--- src/rtl/vbd_pkg.sv ---
package vbd_pkg;
    typedef enum logic [0:0] {
        ST_COLLECT  = 1'b0,
        ST_DISPATCH = 1'b1
    } vbd_state_e;
endpackage

--- src/rtl/vbd_tag_store.sv ---
// Tag registers and occupancy flags for one batch; cleared as a whole.
module vbd_tag_store #(
    parameter int SLOTS  = 32,
    parameter int IDX_W  = 32,
    parameter int SLOT_W = 5
) (
    input  logic                     clk,
    input  logic                     rst_n,
    input  logic                     clr,
    input  logic                     wr_en,
    input  logic [SLOT_W-1:0]        wr_slot,
    input  logic [IDX_W-1:0]         wr_idx,
    output logic [SLOTS*IDX_W-1:0]   tags_flat,
    output logic [SLOTS-1:0]         occ
);
    for (genvar g = 0; g < SLOTS; g++) begin : g_entry
        logic [IDX_W-1:0] tag_q;
        logic             occ_q;

        always_ff @(posedge clk or negedge rst_n) begin
            if (!rst_n) begin
                tag_q <= '0;
                occ_q <= 1'b0;
            end else if (clr) begin
                tag_q <= '0;
                occ_q <= 1'b0;
            end else if (wr_en && (wr_slot == SLOT_W'(g))) begin
                tag_q <= wr_idx;
                occ_q <= 1'b1;
            end
        end

        assign tags_flat[g*IDX_W +: IDX_W] = tag_q;
        assign occ[g]                      = occ_q;
    end
endmodule

--- src/rtl/vbd_tag_match.sv ---
// Parallel compare of one key against every occupied tag, with slot encode.
module vbd_tag_match #(
    parameter int SLOTS  = 32,
    parameter int IDX_W  = 32,
    parameter int SLOT_W = 5
) (
    input  logic [IDX_W-1:0]         key,
    input  logic [SLOTS*IDX_W-1:0]   tags_flat,
    input  logic [SLOTS-1:0]         occ,
    output logic                     hit,
    output logic [SLOT_W-1:0]        hit_slot
);
    logic [SLOTS-1:0] match;

    for (genvar g = 0; g < SLOTS; g++) begin : g_cmp
        assign match[g] = occ[g] && (tags_flat[g*IDX_W +: IDX_W] == key);
    end

    always_comb begin
        hit      = |match;
        hit_slot = '0;
        for (int i = SLOTS - 1; i >= 0; i--) begin
            if (match[i]) hit_slot = SLOT_W'(i);
        end
    end
endmodule

--- src/rtl/vtx_batch_dedup.sv ---
// Groups vertex indices into batches of distinct vertices and hands each
// closed batch to a dispatch port.
module vtx_batch_dedup
    import vbd_pkg::*;
#(
    parameter int SLOTS = 32,
    parameter int IDX_W = 32,
    parameter int BID_W = 8
) (
    input  logic                         clk,
    input  logic                         rst_n,
    input  logic                         in_valid,
    output logic                         in_ready,
    input  logic [IDX_W-1:0]             in_index,
    input  logic                         flush_req,
    output logic                         out_valid,
    output logic [$clog2(SLOTS)-1:0]     out_slot,
    output logic                         out_hit,
    output logic [BID_W-1:0]             out_batch_id,
    output logic                         disp_valid,
    input  logic                         disp_ready,
    output logic [$clog2(SLOTS+1)-1:0]   disp_count,
    output logic [BID_W-1:0]             disp_batch_id,
    output logic [SLOTS*IDX_W-1:0]       disp_tags
);
    localparam int SLOT_W = $clog2(SLOTS);
    localparam int CNT_W  = $clog2(SLOTS + 1);

    vbd_state_e          state_q, state_d;
    logic [CNT_W-1:0]    fill_q;
    logic [BID_W-1:0]    bid_q;
    logic                full;
    logic                look_hit;
    logic [SLOT_W-1:0]   look_slot;
    logic                accept;
    logic                alloc;
    logic                close_req;
    logic                disp_fire;
    logic [SLOTS*IDX_W-1:0] tags_flat;
    logic [SLOTS-1:0]    occ;

    vbd_tag_store #(.SLOTS(SLOTS), .IDX_W(IDX_W), .SLOT_W(SLOT_W)) u_store (
        .clk       (clk),
        .rst_n     (rst_n),
        .clr       (disp_fire),
        .wr_en     (alloc),
        .wr_slot   (fill_q[SLOT_W-1:0]),
        .wr_idx    (in_index),
        .tags_flat (tags_flat),
        .occ       (occ)
    );

    vbd_tag_match #(.SLOTS(SLOTS), .IDX_W(IDX_W), .SLOT_W(SLOT_W)) u_match (
        .key       (in_index),
        .tags_flat (tags_flat),
        .occ       (occ),
        .hit       (look_hit),
        .hit_slot  (look_slot)
    );

    assign full = (fill_q == CNT_W'(SLOTS));

    // Next-state logic
    always_comb begin
        state_d = state_q;
        unique case (state_q)
            ST_COLLECT:  if (close_req) state_d = ST_DISPATCH;
            ST_DISPATCH: if (disp_ready) state_d = ST_COLLECT;
            default:     state_d = ST_COLLECT;
        endcase
    end

    always_ff @(posedge clk or negedge rst_n) begin
        if (!rst_n) state_q <= ST_COLLECT;
        else        state_q <= state_d;
    end

    // Handshake and output decode
    always_comb begin
        in_ready      = 1'b0;
        close_req     = 1'b0;
        disp_valid    = 1'b0;
        disp_fire     = 1'b0;
        unique case (state_q)
            ST_COLLECT: begin
                in_ready  = !flush_req && (look_hit || !full);
                close_req = (flush_req && (fill_q != '0)) ||
                            (!flush_req && in_valid && !look_hit && full);
            end
            ST_DISPATCH: begin
                disp_valid = 1'b1;
                disp_fire  = disp_ready;
            end
            default: ;
        endcase
        accept        = in_valid && in_ready;
        alloc         = accept && !look_hit;
        disp_count    = fill_q;
        disp_batch_id = bid_q;
        disp_tags     = tags_flat;
    end

    // Batch fill, batch number and per-index result registers
    always_ff @(posedge clk or negedge rst_n) begin
        if (!rst_n) begin
            fill_q       <= '0;
            bid_q        <= '0;
            out_valid    <= 1'b0;
            out_slot     <= '0;
            out_hit      <= 1'b0;
            out_batch_id <= '0;
        end else begin
            if (disp_fire) begin
                fill_q <= '0;
                bid_q  <= bid_q + 1'b1;
            end else if (alloc) begin
                fill_q <= fill_q + 1'b1;
            end
            out_valid <= accept;
            if (accept) begin
                out_slot     <= look_hit ? look_slot : fill_q[SLOT_W-1:0];
                out_hit      <= look_hit;
                out_batch_id <= bid_q;
            end
        end
    end
endmodule

--- config.mk ---
export PLATFORM = sky130hd
export DESIGN_NAME = vtx_batch_dedup
export DESIGN_NICKNAME = d
export VERILOG_FILES = /design/src/rtl/vbd_pkg.sv /design/src/rtl/vbd_tag_store.sv /design/src/rtl/vbd_tag_match.sv /design/src/rtl/vtx_batch_dedup.sv
export SDC_FILE = /design/constraint.sdc
export NUM_CORES = 2
export LEC_CHECK = 0
export ABC_AREA = 0
export BUFFER_PORTS_ARGS = -buffer_cell sky130_fd_sc_hd__buf_2
export CAP_MARGIN = 20
export CELL_PAD_IN_SITES_DETAIL_PLACEMENT = 2
export CELL_PAD_IN_SITES_GLOBAL_PLACEMENT = 2
export CORE_UTILIZATION = 28
export DETAILED_ROUTE_END_ITERATION = 8
export PLACE_DENSITY = 0.65
export SYNTH_ARGS = -nofsm -noshare
export SYNTH_HDL_FRONTEND = slang
export SYNTH_SLANG_ARGS = --single-unit
export TNS_END_PERCENT = 100
--- constraint.sdc ---
create_clock -name clk -period 2.65 [get_ports clk]
set_input_delay 0.1325 -clock clk [delete_from_list [all_inputs] [get_ports clk]]
set_output_delay 0.1325 -clock clk [all_outputs]
set_load 0.03 [all_outputs]
==> summary.txt <==
Route
  • Antenna Nets Post-Route: 0
  • Wire per inst: 40.3 µm
  • DRC Markers: 150
  • 1st-pass router iterations: 9
  • Vias per cell: between 5 and 6
  • Routed WL: between 400000 and 500000 µm
  • Met1 WL: roughly 180000 µm
  • Routed length on met3: 44600 µm
  • DRT iter0 DRCs: between 7000 and 8000
  • Max layer used: met5
  • Routed met2 length: 218000 µm
  • Via count: 71600

Placed design
  • DP Worst Slack: -1.53 ns
  • GP Congestion: around 0.94
  • Placed inst area: 87000 µm²
  • Port bufs: around 1100
  • DP HPWL: 308000 µm

Clocking
  • CTS tree: yes
  • Root Buffer: clkbuf_16
  • Worst-path clk slew: approximately 0.070 ns
  • Sink Count: about 1100
  • Worst skew pair latency: a little under 0.9 ns
  • Htree depth: 4
  • Clock buffer depth: 3
  • CTS buffer count: approximately 140

Floorplanning
  • Die Ht: roughly 460 µm
  • Die Wd: 465 µm
  • Core area: approximately 210000 µm²
  • Starting Density: 0.282
  • IO Count: 1092
  • FP Rows: 169
  • Die area: 216000 µm²

Critical path
  • Buffers and inverters on the worst path: 7
  • Worst path most repeated cell: buf_12
  • CP Class: register to register
  • Crit-path cells: xor2_1 -> nor4_2 -> nand3_1 -> or4_4 -> buf_4 -> nand4_4 -> nor4_4 -> buf_4 -> buf_12 -> buf_12 -> nand2_8 -> buf_12 -> buf_12 -> buf_8 -> or3_1 -> a21oi_1
  • Slowest stage delay, CP: 1.00 ns
  • Critical path capture point type: register
  • Startpoint class of the critical path: register
  • Data required, critical path: about 3.4 ns
  • Arrival time worst endpoint: 5.07 ns
  • CP delay by family, top: simple AND/OR/NAND/NOR gates
  • CP max-delay cell: xor2_1
  • Crit-path max FO: 7

Final layout
  • Final #Nets: around 9400
  • Final core area utilization: 0.476
  • Cell area after layout: about 100000 µm²
  • # fillers: 21700
  • Share of layout cells above drive strength 1: 0.477
  • Synth-to-Final Area Change: 68.7%

Synth
  • Syn Inst Count: 5973
  • Synth area leader: dfrtp_1
  • Synth cell types: between 60 and 70
  • Post-synthesis async set-or-reset flop share: 1.00
  • Synthesized area: 60000 µm²
  • Synth area leaders: dfrtp_1 45%, mux2i_1 14%, xor2_1 11%
  • Sequential-to-total area share from yosys stat: 0.453
  • Synthesis-stage register bit count: 1086
  • Post-synth EDFFs: 0
  • Top_reg_cell synth: dfrtp_1
  • Yosys Warn Count: 0
  • Synth Net Count: 6017
  • Share of the synthesized area in the top cell type: 0.453
  • Average size of a mapped cell: 10.0 µm²

Power
  • Sw Share: 0.392
  • Pwr/cell area: 584 nW/µm²
  • Logic pwr share: 0.324
  • Part of the power in registers: 0.318
  • Leak: 56.0 nW
  • Clock power frac: 0.358
  • P_int: about 36 mW
  • Psw: 23.1 mW
  • Power, Total: 59.1 mW
  • Worst vdd ir: 0.728 mV

Timing
  • Final setup margin: -1.67 ns
  • Maximum clock frequency: approximately 230 MHz
  • Fin. Hold Viols: 0
  • Pins over their slew limit: 0
  • Tightest Pin Transition: about 1.3 ns
  • Fin crit share: 1.63
  • Unrepaired setup endpoints after global routing: yes
  • Endpoints failing setup: 1079
  • Minimum clock period: 4.32 ns
  • Setup TNS: -1404.23 ns
  • Max-slew headroom: 0.132
  • Clock skew: 0.0553 ns

Min path
  • Hold Crit Class: input pin to register

GRT
  • Antenna violations before repair: 70
  • GRT Overall Usage: 0.408
  • Largest net degree at the start of global routing: between 100 and 150
  • Vias in the first global route: 74800
  • First-pass GRT wire length: 618000 µm
  • Overflow after GRT: 0

Status
  • Violated checks: DRC, setup timing
  • Status: finished with violations

Run
  • Max Cap Violations: 0
-- placed cells by master, fill, tap and decap left out, types with 148 or more instances in the layout --
cell | netlist | layout
clkbuf_16 | 0 | 188
dfrtp_1 | 1086 | 937
buf_4 | 64 | 2134
dfrtp_2 | 0 | 148
nand2_1 | 173 | 170
nor2_1 | 831 | 773
mux2i_1 | 866 | 709
dlygate4sd3_1 | 0 | 182
buf_2 | 126 | 1057
nor4_1 | 343 | 280
nand3_1 | 207 | 199
buf_12 | 0 | 252
xor2_1 | 735 | 688
xnor2_1 | 280 | 272
-- cell families (layout without fill, tap and decap cells) --
logic type / Yosys count / in the layout / synth area share
buf+inv: 581 / 4122 / 0.0479
other cells: 0 / 25 / 0
mux: 874 / 874 / 0.146
compound gates: 425 / 425 / 0.0385
flops: 1086 / 1086 / 0.453
fa+ha+maj: 7 / 7 / 0.00146
simple gates: 1985 / 1985 / 0.165
xor+xnor: 1015 / 1015 / 0.148
-- through the flow --
step / std cells / hold WS [ns]
global placement: 11700 / 0.208
CTS: 12200 / 0.0000812
floorplan: 5973 / -0.163
finish: 12400 / 0.0333
global route: 12300 / 0.0164
detailed placement: 11700 / 0.209
-- worst paths after layout --
check / startpoint / endpoint / slack [ns] / cells after the start
setup reg to reg: u_store.g_entry[8].tag_q[29] / u_store.g_entry[0].tag_q[29] / -1.67 / 16
hold reg to reg: out_batch_id[5] / out_batch_id[5] / 0.49 / 1
setup / recovery: u_store.g_entry[8].tag_q[29] / u_store.g_entry[0].tag_q[29] / -1.67 / 16
max in group asynchronous: rst_n / u_store.g_entry[28].tag_q[27] / 1.67 / 4
min in group asynchronous: rst_n / u_store.g_entry[18].tag_q[3] / 0.26 / 3
hold / removal: in_index[12] / u_store.g_entry[19].tag_q[12] / 0.03 / 5
-- flip-flops by register name (all words and copies together), names as in the netlist, 5 cells and up --
register	cells
disp_count	6
u_store.g_entry.occ_q	32
out_batch_id	8
u_store.g_entry.tag_q	1024
disp_batch_id	8
out_slot	5
-- tightest hold or removal path, stage by stage --
cell	delay, ns
buf_4	0.14
buf_12	0.17
buf_4	0.19
mux2i_4	0.14
nor2_2	0.07
-- cells in the mapped netlist (all sizes together) (4+ instances only) --
| cell type | count |
|---|---|
| nand4 | 138 |
| mux2 | 8 |
| o2111ai | 6 |
| xnor2 | 280 |
| dfrtp | 1086 |
| a211o | 4 |
| nand2b | 25 |
| buf | 259 |
| xor2 | 735 |
| nand3 | 228 |
| nor2b | 8 |
| ha | 7 |
| nand2 | 173 |
| mux2i | 866 |
| inv | 76 |
| or4 | 33 |
| nor3 | 80 |
| nor4b | 20 |
| and2 | 5 |
| or3 | 51 |
| nor2 | 831 |
| o211ai | 4 |
| a21oi | 198 |
| nand4b | 30 |
| a221o | 4 |
| nor4 | 347 |
| clkbuf | 246 |
| and4 | 4 |
| a211oi | 5 |
| o21ai | 172 |
-- power groups by stage --
stage	sequential (mW)	combinational, mW	clock (mW)
global route	18.8	19.4	21.7
CTS	18.6	17.2	20.8
detailed placement	18.9	16.2	0
finish	18.8	19.1	21.2
floorplan	20.9	4.82	0
global placement	18.8	15.8	0
-- layer usage --
layer | track usage | vias to the layer above
li1 | - | 27500
met1 | 0.493 | 37200
met2 | 0.633 | 4882
met3 | 0.0883 | 1971
met4 | 0.310 | 24
met5 | 0 | -
-- repair_timing --
action / 4_1_cts / 5_1_grt
gates cloned: 39 / 47
pin swaps: 155 / 213
hold buffers: 197 / 3
endpoints found under the hold margin: 1277 / 10
setup endpoints to repair: 1079 / 1079
gates resized for setup: 290 / 682
setup buffers: 67 / 70
-- cell type report --
cell class                 instances  area, µm²  area share
antenna                           25       62.6    0.000618
inverter                          76        285     0.00282
sequential                      1086      27400       0.270
clock buffer                     212       4150      0.0410
tap                             2821       3530      0.0349
clock inverter                    52        651     0.00643
timing repair buffer            3782      31200       0.308
multi-input combinational       4306      34000       0.336
(Power assumes the default switching activity.)
